<file path="config.mk">
export PLATFORM = sky130hd
export DESIGN_NAME = fft_seq_ctrl
export DESIGN_NICKNAME = d
export VERILOG_FILES = /design/src/rtl/fsq_pkg.sv /design/src/rtl/fsq_ctrl.sv /design/src/rtl/fsq_agen.sv /design/src/rtl/fsq_pipe.sv /design/src/rtl/fft_seq_ctrl.sv
export SDC_FILE = /design/constraint.sdc
export NUM_CORES = 1
export LEC_CHECK = 0
export ABC_AREA = 1
export BUFFER_PORTS_ARGS = -buffer_cell sky130_fd_sc_hd__buf_2
export CORE_UTILIZATION = 60
export DETAILED_ROUTE_END_ITERATION = 7
export PLACE_DENSITY_LB_ADDON = 0.2
export SLEW_MARGIN = 20
export SYNTH_ARGS = -nofsm -noshare
export SYNTH_HDL_FRONTEND = slang
export SYNTH_SLANG_ARGS = --single-unit
</file>
<file path="constraint.sdc">
create_clock -name clk -period 6.4 [get_ports clk]
set_input_delay 0 -clock clk [delete_from_list [all_inputs] [get_ports clk]]
set_output_delay 0 -clock clk [all_outputs]
set_load 0.05 [all_outputs]
</file>
<file path="src/rtl/fsq_pkg.sv">
`timescale 1ns/1ps
package fsq_pkg;
    localparam int FSQ_MAX_LOG = 12;
    localparam int FSQ_MIN_LOG = 5;
    localparam int FSQ_LANE_W  = 2;
    localparam int FSQ_ADDR_W  = FSQ_MAX_LOG - FSQ_LANE_W;
    localparam int FSQ_PROG_W  = FSQ_MAX_LOG + 1;
    localparam int FSQ_STG_W   = 3;
    localparam int FSQ_CODE_W  = 4;

    typedef logic [FSQ_MAX_LOG-1:0] fsq_idx_t;
    typedef logic [FSQ_CODE_W-1:0]  fsq_code_t;
    typedef logic [FSQ_STG_W-1:0]   fsq_stg_t;

    typedef enum logic [1:0] {
        FSQ_IDLE,
        FSQ_ISSUE,
        FSQ_DRAIN
    } fsq_state_e;

    typedef struct packed {
        logic [FSQ_ADDR_W-1:0] word;
        logic [FSQ_LANE_W-1:0] lane;
    } fsq_slot_t;

    function automatic logic fsq_code_ok(fsq_code_t code);
        return (code >= FSQ_CODE_W'(FSQ_MIN_LOG)) && (code <= FSQ_CODE_W'(FSQ_MAX_LOG));
    endfunction

    // compute stages = ceil(log2 N / 2)
    function automatic fsq_stg_t fsq_stage_count(fsq_code_t lg);
        fsq_code_t t;
        t = lg + 1'b1;
        return FSQ_STG_W'(t >> 1);
    endfunction

    // put the low w bits of c at position b; the rest of c fills around it
    function automatic fsq_idx_t fsq_deposit(fsq_idx_t c, int w, int b);
        fsq_idx_t ones, k, lowm, digit;
        ones  = '1;
        k     = c >> w;
        lowm  = ~(ones << b);
        digit = c & ~(ones << w);
        return ((k & ~lowm) << w) | (digit << b) | (k & lowm);
    endfunction

    function automatic fsq_idx_t fsq_bitrev(fsq_idx_t c, fsq_code_t lg);
        fsq_idx_t r;
        for (int i = 0; i < FSQ_MAX_LOG; i++) begin
            r[i] = c[FSQ_MAX_LOG-1-i];
        end
        return r >> (FSQ_MAX_LOG - int'(lg));
    endfunction
endpackage

</file>
<file path="src/rtl/fsq_ctrl.sv">
`timescale 1ns/1ps
module fsq_ctrl
    import fsq_pkg::*;
#(
    parameter int LAT = 3
) (
    input  logic                  clk,
    input  logic                  rst,
    input  logic                  abort_i,
    input  logic                  en_i,
    input  logic                  start_i,
    input  fsq_code_t             code_i,
    input  logic                  inv_i,
    output logic                  ready_o,
    output logic                  rd_v_o,
    output fsq_stg_t              stage_o,
    output logic [FSQ_PROG_W-1:0] cnt_o,
    output fsq_code_t             lg_o,
    output logic                  inv_o
);
    localparam int DCNT_W = (LAT > 1) ? $clog2(LAT) : 1;

    fsq_state_e            state_q;
    fsq_code_t             lg_q;
    logic                  inv_q;
    fsq_stg_t              stage_q;
    logic [FSQ_PROG_W-1:0] cnt_q;
    logic [DCNT_W-1:0]     dcnt_q;
    logic [FSQ_PROG_W-1:0] n_pts;
    fsq_stg_t              n_stg;

    assign n_pts = FSQ_PROG_W'(1) << lg_q;
    assign n_stg = fsq_stage_count(lg_q);

    always_ff @(posedge clk) begin
        if (rst || abort_i) begin
            state_q <= FSQ_IDLE;
            lg_q    <= '0;
            inv_q   <= 1'b0;
            stage_q <= '0;
            cnt_q   <= '0;
            dcnt_q  <= '0;
        end else begin
            unique case (state_q)
                FSQ_IDLE: begin
                    if (en_i && start_i && fsq_code_ok(code_i)) begin
                        lg_q    <= code_i;
                        inv_q   <= inv_i;
                        stage_q <= '0;
                        cnt_q   <= '0;
                        state_q <= FSQ_ISSUE;
                    end
                end
                FSQ_ISSUE: begin
                    cnt_q <= cnt_q + 1'b1;
                    if (cnt_q == n_pts - 1'b1) begin
                        state_q <= FSQ_DRAIN;
                        dcnt_q  <= '0;
                    end
                end
                FSQ_DRAIN: begin
                    if (dcnt_q == DCNT_W'(LAT - 1)) begin
                        cnt_q <= '0;
                        if (stage_q == n_stg) begin
                            state_q <= FSQ_IDLE;
                            stage_q <= '0;
                        end else begin
                            stage_q <= stage_q + 1'b1;
                            state_q <= FSQ_ISSUE;
                        end
                    end else begin
                        dcnt_q <= dcnt_q + 1'b1;
                    end
                end
                default: state_q <= FSQ_IDLE;
            endcase
        end
    end

    assign ready_o = (state_q == FSQ_IDLE);
    assign rd_v_o  = (state_q == FSQ_ISSUE);
    assign stage_o = stage_q;
    assign cnt_o   = cnt_q;
    assign lg_o    = lg_q;
    assign inv_o   = inv_q;
endmodule

</file>
<file path="src/rtl/fsq_agen.sv">
`timescale 1ns/1ps
module fsq_agen
    import fsq_pkg::*;
(
    input  fsq_idx_t  cnt_i,
    input  fsq_code_t lg_i,
    input  fsq_stg_t  stage_i,
    output fsq_slot_t slot_o
);
    fsq_stg_t n_stg;
    fsq_idx_t idx;
    int       w;
    int       b;

    assign n_stg = fsq_stage_count(lg_i);

    always_comb begin
        w = 2;
        b = 0;
        if (stage_i == n_stg) begin
            idx = fsq_bitrev(cnt_i, lg_i);
        end else begin
            w   = ((stage_i == n_stg - 3'd1) && lg_i[0]) ? 1 : 2;
            b   = int'(lg_i) - 2 * int'(stage_i) - w;
            idx = fsq_deposit(cnt_i, w, b);
        end
    end

    assign slot_o = fsq_slot_t'(idx);
endmodule

</file>
<file path="src/rtl/fsq_pipe.sv">
`timescale 1ns/1ps
module fsq_pipe
    import fsq_pkg::*;
#(
    parameter int DEPTH = 3
) (
    input  logic      clk,
    input  logic      clear_i,
    input  logic      in_v_i,
    input  fsq_slot_t in_d_i,
    output logic      out_v_o,
    output fsq_slot_t out_d_o
);
    for (genvar i = 0; i < DEPTH; i++) begin : g_tap
        logic      v;
        fsq_slot_t d;
        if (i == 0) begin : g_head
            always_ff @(posedge clk) begin
                if (clear_i) begin
                    v <= 1'b0;
                    d <= '0;
                end else begin
                    v <= in_v_i;
                    d <= in_d_i;
                end
            end
        end else begin : g_body
            always_ff @(posedge clk) begin
                if (clear_i) begin
                    v <= 1'b0;
                    d <= '0;
                end else begin
                    v <= g_tap[i-1].v;
                    d <= g_tap[i-1].d;
                end
            end
        end
    end

    assign out_v_o = g_tap[DEPTH-1].v;
    assign out_d_o = g_tap[DEPTH-1].d;
endmodule

</file>
<file path="src/rtl/fft_seq_ctrl.sv">
`timescale 1ns/1ps
module fft_seq_ctrl
    import fsq_pkg::*;
#(
    parameter int RD_LAT = 3
) (
    input  logic                  clk,
    input  logic                  rst,
    input  logic                  en_i,
    input  logic                  start_i,
    input  logic                  abort_i,
    input  logic [FSQ_CODE_W-1:0] size_code_i,
    input  logic                  inv_mode_i,
    output logic                  ready_o,
    output logic [FSQ_STG_W-1:0]  stage_o,
    output logic [FSQ_PROG_W-1:0] progress_o,
    output logic                  run_inv_o,
    output logic                  mem_rd_o,
    output logic [FSQ_ADDR_W-1:0] mem_rd_addr_o,
    output logic [FSQ_LANE_W-1:0] mem_rd_lane_o,
    output logic                  mem_wr_o,
    output logic [FSQ_ADDR_W-1:0] mem_wr_addr_o,
    output logic [FSQ_LANE_W-1:0] mem_wr_lane_o
);
    logic                  rd_v;
    logic                  wr_v;
    fsq_slot_t             rd_slot;
    fsq_slot_t             wr_slot;
    fsq_code_t             lg;
    fsq_stg_t              stage;
    logic [FSQ_PROG_W-1:0] cnt;

    fsq_ctrl #(.LAT(RD_LAT)) u_ctrl (
        .clk     (clk),
        .rst     (rst),
        .abort_i (abort_i),
        .en_i    (en_i),
        .start_i (start_i),
        .code_i  (size_code_i),
        .inv_i   (inv_mode_i),
        .ready_o (ready_o),
        .rd_v_o  (rd_v),
        .stage_o (stage),
        .cnt_o   (cnt),
        .lg_o    (lg),
        .inv_o   (run_inv_o)
    );

    fsq_agen u_agen (
        .cnt_i   (cnt[FSQ_MAX_LOG-1:0]),
        .lg_i    (lg),
        .stage_i (stage),
        .slot_o  (rd_slot)
    );

    fsq_pipe #(.DEPTH(RD_LAT)) u_pipe (
        .clk     (clk),
        .clear_i (rst | abort_i),
        .in_v_i  (rd_v),
        .in_d_i  (rd_slot),
        .out_v_o (wr_v),
        .out_d_o (wr_slot)
    );

    assign stage_o       = stage;
    assign progress_o    = cnt;
    assign mem_rd_o      = rd_v;
    assign mem_rd_addr_o = rd_slot.word;
    assign mem_rd_lane_o = rd_slot.lane;
    assign mem_wr_o      = wr_v;
    assign mem_wr_addr_o = wr_slot.word;
    assign mem_wr_lane_o = wr_slot.lane;
endmodule

</file>
After elaboration in Yosys (flattened, before gate mapping)
Index checks and enable logic that the tools add are counted.
{ "classes": {"add_sub_neg": 9, "n_lt_le_gt_ge": 2, "eq_ne": 10, "shift": 7, "n_mux": 17, "bitwise": 9, "n_reduce_logical": 14} }
{ "ops": {"columns": ["op", "n"], "rows": [
  ["<< shifter 12 x 32 -> 12 bit", 2],
  ["<< shifter 12 x 32 -> 12 bit (first input constant)", 2],
  ["right shift 12 x 32 -> 12 bit", 2],
  ["one-hot mux 13 bit (3 select lines)", 1],
  ["bitwise AND 12 bit", 3],
  ["NOT 12 bit", 3],
  ["subtractor 32 bit", 1],
  ["two-way mux 13 bit", 2],
  ["bitwise OR 12 bit", 2],
  ["adder 13 x 1 -> 13 bit (second input constant)", 1],
  ["equality test 13 bit", 1],
  ["<< shifter 1 x 4 -> 13 bit (first input constant)", 1],
  ["subtractor 13 x 1 -> 13 bit (second input constant)", 1],
  ["two-way mux 12 bit", 1],
  ["two-way mux 2 bit", 6],
  ["AND reduction 3 bit", 4],
  ["two-way mux 3 bit", 3],
  ["equality test 3 bit", 2],
  ["one-hot mux 2 bit (3 select lines)", 1],
  ["one-hot mux 3 bit (2 select lines)", 1],
  ["subtractor 4 x 4 -> 5 bit", 1],
  ["subtractor 4 x 4 -> 5 bit (first input constant)", 1],
  ["adder 4 x 1 -> 4 bit (second input constant)", 1],
  ["equality test 2 bit (second input constant)", 2],
  ["other kinds (17)", 23]
]} }
{ "word_totals": {"ff_bits": 64, "in_bits": 10, "out_inout_bits": 44, "elab_cells": 83} }

Depth between registers and ports, before layout
Gate-level depths: netlist of the first run.
{ "depth": {"depth_word": 14, "depth_mapped": 32, "depth_no_buf": 28} }

Hierarchy
From an unflattened synthesis of the first run, not the netlist that was laid out.
{ "unflattened": {"hier_cells": 798, "area_unflattened_um2": 4918.5} }
{ "modules_own_cells": {"columns": ["mod", "instances", "cells_per_inst", "area_each_um2", "seq_area_each_um2"], "rows": [
  ["fsq_ctrl", 1, 325, 2050.7, 500.5],
  ["fsq_agen", 1, 349, 1750.4, 0.0],
  ["fsq_pipe", 1, 121, 1106.1, 780.7],
  ["fft_seq_ctrl", 1, 3, 11.3, 0.0]
]} }

Worst setup path after synthesis of the first run
Ideal clock, no wire load.
{ "synth_path": {"kind": "register -> output", "start": "reg u_ctrl.lg_q[0] (netlist: u_ctrl.lg_o[0])", "end": "out mem_rd_addr_o[5]", "arrival_time_ns": 5.275, "required_ns": 6.400, "slack_ns": 1.125, "path_stages_with_launch": 30, "path_buffers": 4, "cell_sequence": "dfxtp_1 -> buf_4 -> inv_1 -> clkbuf_1 -> ha_1 -> inv_1 -> clkbuf_1 -> ha_1 -> xnor2_1 -> nor2_2 -> nand3_4 -> buf_1 -> xor2_1 -> ha_1 -> inv_1 -> nand3_2 -> ha_1 -> inv_1 -> nand4_1 -> nor4_1 -> nand2_4 -> inv_4 -> nand2_8 -> nor2_8 -> nand2_4 -> nand2_1 -> nand3_1 -> nand3b_1 -> nand2_1 -> nand2_1"} }
{ "synth_between": {"elab_chain_cells": 14, "word_cells_on_any_way": 24, "cone_classes": "5 x add/sub; 2 x eq/ne; 6 x shift; 2 x mux; 8 x bitwise; 1 x reduce/logical"} }
{ "synth_rtl": {"columns": ["item", "line_no", "text"], "rows": [
  ["from (decl)", "fsq_ctrl.sv:24", "fsq_code_t lg_q;"],
  ["from (signal assigned)", "fsq_ctrl.sv:47", "lg_q <= code_i;"],
  ["adder 4 x 1 -> 4 bit", "fsq_pkg.sv:33", "t = lg + 1'b1;"],
  ["subtractor 3 x 1 -> 3 bit", "fsq_agen.sv:23", "w = ((stage_i == n_stg - 3'd1) && lg_i[0]) ? 1 : 2;"],
  ["equality test 3 bit", "fsq_agen.sv:23", null],
  ["logical AND 1 bit", "fsq_agen.sv:23", null],
  ["two-way mux 2 bit", "fsq_agen.sv:23", null],
  ["subtractor 32 bit", "fsq_agen.sv:24", "b = int'(lg_i) - 2 * int'(stage_i) - w;"],
  ["<< shifter 12 x 32 -> 12 bit", "fsq_pkg.sv:42", "lowm = ~(ones << b);"],
  ["NOT 12 bit", "fsq_pkg.sv:42", null],
  ["NOT 12 bit", "fsq_pkg.sv:44", "return ((k & ~lowm) << w) | (digit << b) | (k & lowm);"],
  ["bitwise AND 12 bit", "fsq_pkg.sv:44", null],
  ["<< shifter 12 x 32 -> 12 bit", "fsq_pkg.sv:44", null],
  ["bitwise OR 12 bit (2 in a row)", "fsq_pkg.sv:44", null],
  ["two-way mux 12 bit (*)", "fsq_agen.sv:20", "if (stage_i == n_stg) begin"],
  ["to (decl)", "fft_seq_ctrl.sv:19", "output logic [FSQ_ADDR_W-1:0] mem_rd_addr_o,"]
]} }
Mark *: on every way between the ends. The rest lies on a longest branch, timed or not.

Final worst setup path of the first run
{ "layout_path": {"start": "reg u_ctrl.lg_q[0] (netlist: u_ctrl.lg_o[0])", "end": "out mem_rd_lane_o[1]"} }
{ "layout_between": {"elab_chain_cells": 14, "word_cells_on_any_way": 24, "cone_classes": "5 x add/sub; 2 x eq/ne; 6 x shift; 2 x mux; 8 x bitwise; 1 x reduce/logical"} }
{ "layout_rtl": {"columns": ["item", "line_no", "text"], "rows": [
  ["adder 4 x 1 -> 4 bit", "fsq_pkg.sv:33", null],
  ["subtractor 3 x 1 -> 3 bit", "fsq_agen.sv:23", null],
  ["equality test 3 bit", "fsq_agen.sv:23", null],
  ["logical AND 1 bit", "fsq_agen.sv:23", null],
  ["two-way mux 2 bit", "fsq_agen.sv:23", null],
  ["subtractor 32 bit", "fsq_agen.sv:24", null],
  ["<< shifter 12 x 32 -> 12 bit", "fsq_pkg.sv:42", null],
  ["NOT 12 bit", "fsq_pkg.sv:42", null],
  ["NOT 12 bit", "fsq_pkg.sv:44", null],
  ["bitwise AND 12 bit", "fsq_pkg.sv:44", null],
  ["<< shifter 12 x 32 -> 12 bit", "fsq_pkg.sv:44", null],
  ["bitwise OR 12 bit (2 in a row)", "fsq_pkg.sv:44", null],
  ["two-way mux 12 bit (*)", "fsq_agen.sv:20", null],
  ["to (decl)", "fft_seq_ctrl.sv:20", "output logic [FSQ_LANE_W-1:0] mem_rd_lane_o,"]
]} }
Marked as above.

==> results of run 1 <==
[worst max path at each step]
stage	from	end	cells after the start	slack, ns
global route	u_ctrl.lg_o[0]	mem_rd_addr_o[9]	24	0.03
CTS	u_ctrl.lg_o[0]	mem_rd_lane_o[1]	26	0.34
global placement	u_ctrl.lg_o[0]	mem_rd_lane_o[1]	26	0.91
detailed placement	u_ctrl.lg_o[0]	mem_rd_lane_o[1]	26	0.71
floorplan	u_ctrl.lg_o[0]	mem_rd_addr_o[5]	29	1.13
finish	u_ctrl.lg_o[0]	mem_rd_lane_o[1]	26	0.54
[repair_timing]
action | in CTS | in global routing
resized for setup | 0 | 1
endpoints found under the setup margin | 0 | 12
hold buffers | 5 | 0
hold endpoints to repair | 5 | 0
[placed cells by master (no fill, tap or decap), types with 7 or more instances in the layout]
cell,n
a21oi_1,25
o21ai_1,8
a21oi_2,7
dfxtp_1,63
nor3_1,8
o21ai_0,45
nand2_2,9
clkbuf_8,10
xnor2_1,7
nand4_1,16
o211ai_1,14
nand3_1,53
nor2_1,89
nand2_1,149
inv_1,101
xor2_1,12
buf_2,53
ha_1,23
nand3_2,7
[Yosys cell counts (all sizes together), types with 7 or more instances]
master	number	area share, %
dfxtp	64	27
a21oi	32	3.9
ha	23	6.1
nor2	98	9.5
xnor2	7	1.3
nand3	64	8.5
clkbuf	11	0.87
nand4	18	2.8
nor3	9	1.1
nand2	163	14
o211ai	14	2.2
xor2	12	2.2
inv	107	8.6
o21ai	54	5.8
buf	9	1.1
[routing by layer]
metal	GRT usage, %	vias up	wire length, um	share of wire (%)
li1	-	2423	-	-
met1	41.8	2136	5580	42
met2	58.1	182	6370	48
met3	4.88	37	882	6.6
met4	16.3	0	439	3.3
met5	0	-	0	0
[sequential cells by signal (all words and copies together), names as in the netlist]
| name | flops |
|---|---|
| u_ctrl.cnt_o | 13 |
| u_ctrl.dcnt_q | 2 |
| u_ctrl.inv_o | 1 |
| u_ctrl.lg_o | 4 |
| u_ctrl.stage_o | 3 |
| u_ctrl.state_q | 2 |
| u_pipe.g_tap.d | 24 |
| u_pipe.g_tap.v | 2 |
| u_pipe.out_d_o | 12 |
| u_pipe.out_v_o | 1 |
[worst max-delay path: stages (launching register included)]
cell and delay, ns:
dfxtp_2 0.56, inv_1 0.11, ha_1 0.53, inv_1 0.25
ha_1 0.36, xnor2_1 0.13, nor2_2 0.24, nand3_4 0.30
xor2_1 0.25, ha_1 0.21, inv_1 0.14, nand3_2 0.21
ha_1 0.33, inv_1 0.08, nand4_1 0.09, nor4_1 0.46
nand2_4 0.12, inv_4 0.10, nand2_8 0.08, nor2_8 0.13
nand3_4 0.10, nor2_4 0.14, nand3_2 0.08, nand3_2 0.11
nand2_2 0.06, nand2_1 0.07, buf_2 0.26
[stage by stage]
step | setup slack, ns | hold slack, ns | total power [mW]
after floorplan | 1.13 | 0.164 | 0.556
after global placement | 0.912 | 0.275 | 0.588
after detailed placement | 0.713 | 0.278 | 0.594
after CTS | 0.341 | 0.0155 | 0.997
after global routing | 0.0307 | 0.0448 | 1.04
final | 0.537 | 0.0196 | 0.997
[where the power goes]
| group | internal, mW | switching, mW | total, mW | leakage, nW |
|---|---|---|---|---|
| combinational | 0.0542 | 0.130 | 0.184 | 1.84 |
| sequential | 0.401 | 0.00678 | 0.408 | 0.516 |
| clock | 0.231 | 0.174 | 0.405 | 0.109 |
[area by class of cell]
type | count | area (um^2)
Fill cell | 690 | 2350
Sequential cell | 64 | 1280
Timing Repair Buffer | 60 | 330
Multi-Input combinational cell | 520 | 2940
Clock buffer | 10 | 138
Clock inverter | 6 | 92.6
Inverter | 112 | 428
Tap cell | 102 | 128
[kinds of logic (layout without fill, tap and decap cells)]
logic type,Yosys count,in the layout,share of synthesized area (%)
other cells,1,1,0.0791
flops,64,64,27.0
mux,1,1,0.211
simple gates,365,365,38.2
buf+inv,132,188,11.0
compound gates,110,110,13.5
fa+ha+maj,24,24,6.49
xor+xnor,19,19,3.51
==> results.tsv, run 1 <==
stage	metric	value	unit
run_status	outcome	finished clean	
setup_path	ff2ff_setup_slack	0.98	ns
synthesis	yosys_warnings	0	
detailed_routing	first_iter_violations	303	
timing	rsz0062_at_grt	no	
final_layout	nNetsFinal	801	
timing	slew_violations	0	
clock_tree	ctsRootBufferMaster	clkbuf_8	
grt	grt_pass1_wl	22200	um
setup_path	reg2reg_to	u_pipe.g_tap[0].d[7]	
clock_tree	cts_tree	built	
min_path	min-delay-start	rst	
timing	hold_violations	0	
clock_tree	clk_path_buf_depth	2	
floorplanning	rows	32	
detailed_routing	detail_route.wl_per_cell	15.2	um
setup_path	crit_fanout	27	
placed_design	placement.io_buffers	53	
grt	overflow	0	
synthesis	syn_inst	716	
setup_path	criticalPathCategory	flip-flop to output port	
timing	skew	0.00962	ns
floorplanning	io_pins	54	
floorplanning	dieWidth	90.9	um
detailed_routing	drc_errors	0	
placed_design	place_area	0.00506	mm^2
clock_tree	clkSinkCount	64	
floorplanning	die_area	0.00826	mm^2
synthesis	seq_area_frac_synth	27.0	%
synthesis	async_flop_share	0	%
grt	grt_max_degree	45	
clock_tree	cts_setup_buffers	0	
timing	period_share	91.6	%
pwr	peakVddDrop	0.131	mV
min_path	worstHoldEndpoint	u_ctrl.lg_o[3]	
synthesis	synth-edff-count	0	
grt	antenna_found_initial	0	
job	max_cap_viol_count	0	
timing	slew_headroom	46.8	%
detailed_routing	totalWireLength	13300	um
timing	final-setup-viol-count	0	
placed_design	place.gp.congestion	0.964	
pwr	cellLeakagePower	2.47	nW
synthesis	synth_seq_cells	64	
setup_path	cp.arrival	5.86	ns
timing	max_freq	171	MHz
clock_tree	cts_max_level	3	
pwr	p_per_area	187	mW/mm^2
clock_tree	clock_latency	0.35	ns
synthesis	synth_area	0.00474	mm^2
timing	finalSetupTns	0	ns
final_layout	drive_gt1_share	16.1	%
placed_design	dp_hpwl	10100	um
grt	track_usage	34.0	%
synthesis	ys.flop_type	dfxtp_1	
detailed_routing	firstDrtPassIters	5	
timing	period_needed	5.86	ns
clock_tree	cts_buffers	9	
final_layout	post-route-util	69.4	%
floorplanning	start_util	61.7	%
min_path	hold_class	input port to flip-flop	
synthesis	yosysUniqueCellTypes	53	
synthesis	avgSynthCellArea	6.62	um^2
synthesis	synth_nets	750	
setup_path	crit_path_start_kind	flip-flop	
final_layout	fin_area	0.00534	mm^2
placed_design	place_inst	853	
setup_path	r2r_start	u_ctrl.lg_o[0]	
floorplanning	coreArea	0.00769	mm^2
final_layout	fin_cells	874	
min_path	min_path_cells	4	
timing	tightest_slew	0.794	ns
floorplanning	die_h	90.9	um
setup_path	end_kind	output port	
final_layout	syn2layout_area_growth	12.6	%
setup_path	rr_worst_depth	25	
detailed_routing	drt-vias-per-instance	5.47	
clock_tree	cts.clk_slew.worst_paths	0.07	ns
grt	grt_pass1_vias	4613	
detailed_routing	num_vias	4778	
detailed_routing	drtAntennaViolNets	0	
setup_path	crit_required	6.40	ns
final_layout	diodes	0	
Power figures use the tool's default switching activity.
==> run 2, diff against run 1 <==
--- a/config.mk
+++ b/config.mk
@@ -9,7 +9,9 @@
 export BUFFER_PORTS_ARGS = -buffer_cell sky130_fd_sc_hd__buf_2
 export CORE_UTILIZATION = 60
 export DETAILED_ROUTE_END_ITERATION = 7
+export GPL_TIMING_DRIVEN = 0
 export PLACE_DENSITY_LB_ADDON = 0.2
+export REMOVE_ABC_BUFFERS = 1
 export SLEW_MARGIN = 20
 export SYNTH_ARGS = -nofsm -noshare
 export SYNTH_HDL_FRONTEND = slang
==> results.tsv, run 2 (synthesized netlist as in run 1, its figures left out) <==
stage	metric	value	unit
run_status	outcome	finished clean	
final_layout	nNetsFinal	801	
clock_tree	ctsRootBufferMaster	clkbuf_8	
detailed_routing	detail_route.wl_per_cell	15.4	um
clock_tree	cts_tree	built	
timing	period_needed	5.97	ns
detailed_routing	drt-vias-per-instance	5.68	
floorplanning	coreArea	0.00769	mm^2
final_layout	post-route-util	70.0	%
final_layout	layout_commonest_cell	nand2_1	
detailed_routing	totalWireLength	13500	um
grt	grt_max_degree	45	
grt	overflow	0	
final_layout	drive_gt1_share	16.6	%
final_layout	diodes	0	
detailed_routing	firstDrtPassIters	7	
timing	final-setup-viol-count	0	
placed_design	place.gp.congestion	0.915	
setup_path	criticalPathCategory	flip-flop to output port	
timing	finalSetupTns	0	ns
grt	track_usage	33.5	%
setup_path	cp.arrival	5.97	ns
floorplanning	start_util	61.7	%
timing	hold_violations	0	
setup_path	ff2ff_setup_slack	0.91	ns
detailed_routing	drtAntennaViolNets	0	
final_layout	syn2layout_area_growth	13.5	%
detailed_routing	num_vias	4968	
timing	rsz0062_at_grt	no	
clock_tree	cts_max_level	3	
pwr	peakVddDrop	0.0990	mV
final_layout	top_register	u_pipe.g_tap.d	
grt	grt_pass1_wl	21900	um
min_path	hold_class	input port to flip-flop	
final_layout	mostFrequentLayoutCells	nand2_1 (149), inv_1 (100), nor2_1 (89), dfxtp_1 (63)	
floorplanning	dieWidth	90.9	um
clock_tree	cts_buffers	9	
pwr	p_per_area	194	mW/mm^2
setup_path	end_kind	output port	
timing	slew_headroom	45.7	%
pwr	cellLeakagePower	2.48	nW
timing	period_share	93.2	%
detailed_routing	first_iter_violations	363	
timing	skew	0.0132	ns
floorplanning	io_pins	54	
timing	slew_violations	0	
clock_tree	clk_path_buf_depth	2	
timing	max_freq	168	MHz
setup_path	crit_path_start_kind	flip-flop	
grt	grt_pass1_vias	4539	
floorplanning	die_h	90.9	um
setup_path	crit_fanout	20	
job	max_cap_viol_count	0	
floorplanning	die_area	0.00826	mm^2
timing	tightest_slew	0.812	ns
timing	fin_hold_ws	0.00131	ns
clock_tree	clock_latency	0.36	ns
placed_design	dp_hpwl	9860	um
grt	antenna_found_initial	0	
setup_path	crit_required	6.40	ns
final_layout	fillerInstances	715	
clock_tree	cts.clk_slew.worst_paths	0.09	ns
pwr	power	1.04	mW
detailed_routing	drc_errors	0	
placed_design	placement.io_buffers	53	
floorplanning	rows	32	
final_layout	largest_reg_flops	24	
clock_tree	clkSinkCount	64	
-- run 2: worst max-delay path: stages (launching register included) --
cell and delay [ns]:
dfxtp_4 0.54, clkinvlp_4 0.17, ha_2 0.50, inv_1 0.26
ha_1 0.37, xnor2_1 0.16, nor2_4 0.23, nand3_4 0.24
xor2_1 0.21, ha_1 0.22, inv_1 0.15, nand3_2 0.23
ha_1 0.35, inv_1 0.07, nand4_1 0.09, nor4_1 0.42
nand2_1 0.13, nor2_2 0.25, nand3_1 0.10, nand2_1 0.17
nand4_1 0.12, nand3_1 0.18, nand2_1 0.09, nand2_1 0.09
buf_2 0.26
-- run 2: routing by layer --
metal  vias up  GRT usage [%]  wire [um]
li1       2425              -          -
met1      2249           41.4       5680
met2       243           55.6       6130
met3        51           5.89       1030
met4         0           17.3        620
met5         -              0          0
-- run 2: final cells by class --
cell class	count	area (um^2)	area share, %
Clock buffer	9	124	2.30
Clock inverter	7	125	2.33
Tap cell	102	128	2.37
Timing Repair Buffer	59	323	6.00
Sequential cell	64	1280	23.9
Multi-Input combinational cell	521	2960	55.1
Inverter	112	433	8.04
-- run 2: through the flow --
step	setup WS, ns	instances	area, um^2
after CTS	0.250	873	5360
after detailed placement	-0.143	851	5040
after global placement	0.00778	851	5040
after floorplan	0.953	696	4650
final	0.433	874	5380
after global routing	0.101	874	5380
-- run 2: power breakdown --
group	internal (mW)	switching [mW]
Clock	0.264	0.185
Combinational	0.0540	0.132
Sequential	0.400	0.00728
-- run 2: path summary, 6_finish.rpt --
kind,from,end,cells past startpoint
worst min register to register,u_pipe.g_tap[0].d[0],u_pipe.g_tap[1].d[0],2
worst min-delay path,rst,u_ctrl.lg_o[0],4
worst max register to register,u_ctrl.lg_o[0],u_pipe.g_tap[0].d[11],23
worst max-delay path,u_ctrl.lg_o[0],mem_rd_addr_o[9],24
-- run 2: what timing repair did --
item,in CTS,in global routing
hold endpoints to repair,5,0
gates resized for setup,3,3
hold buffers,5,0
cloned,0,1
setup endpoints to repair,22,12
pin swaps,0,1
setup buffers,1,0
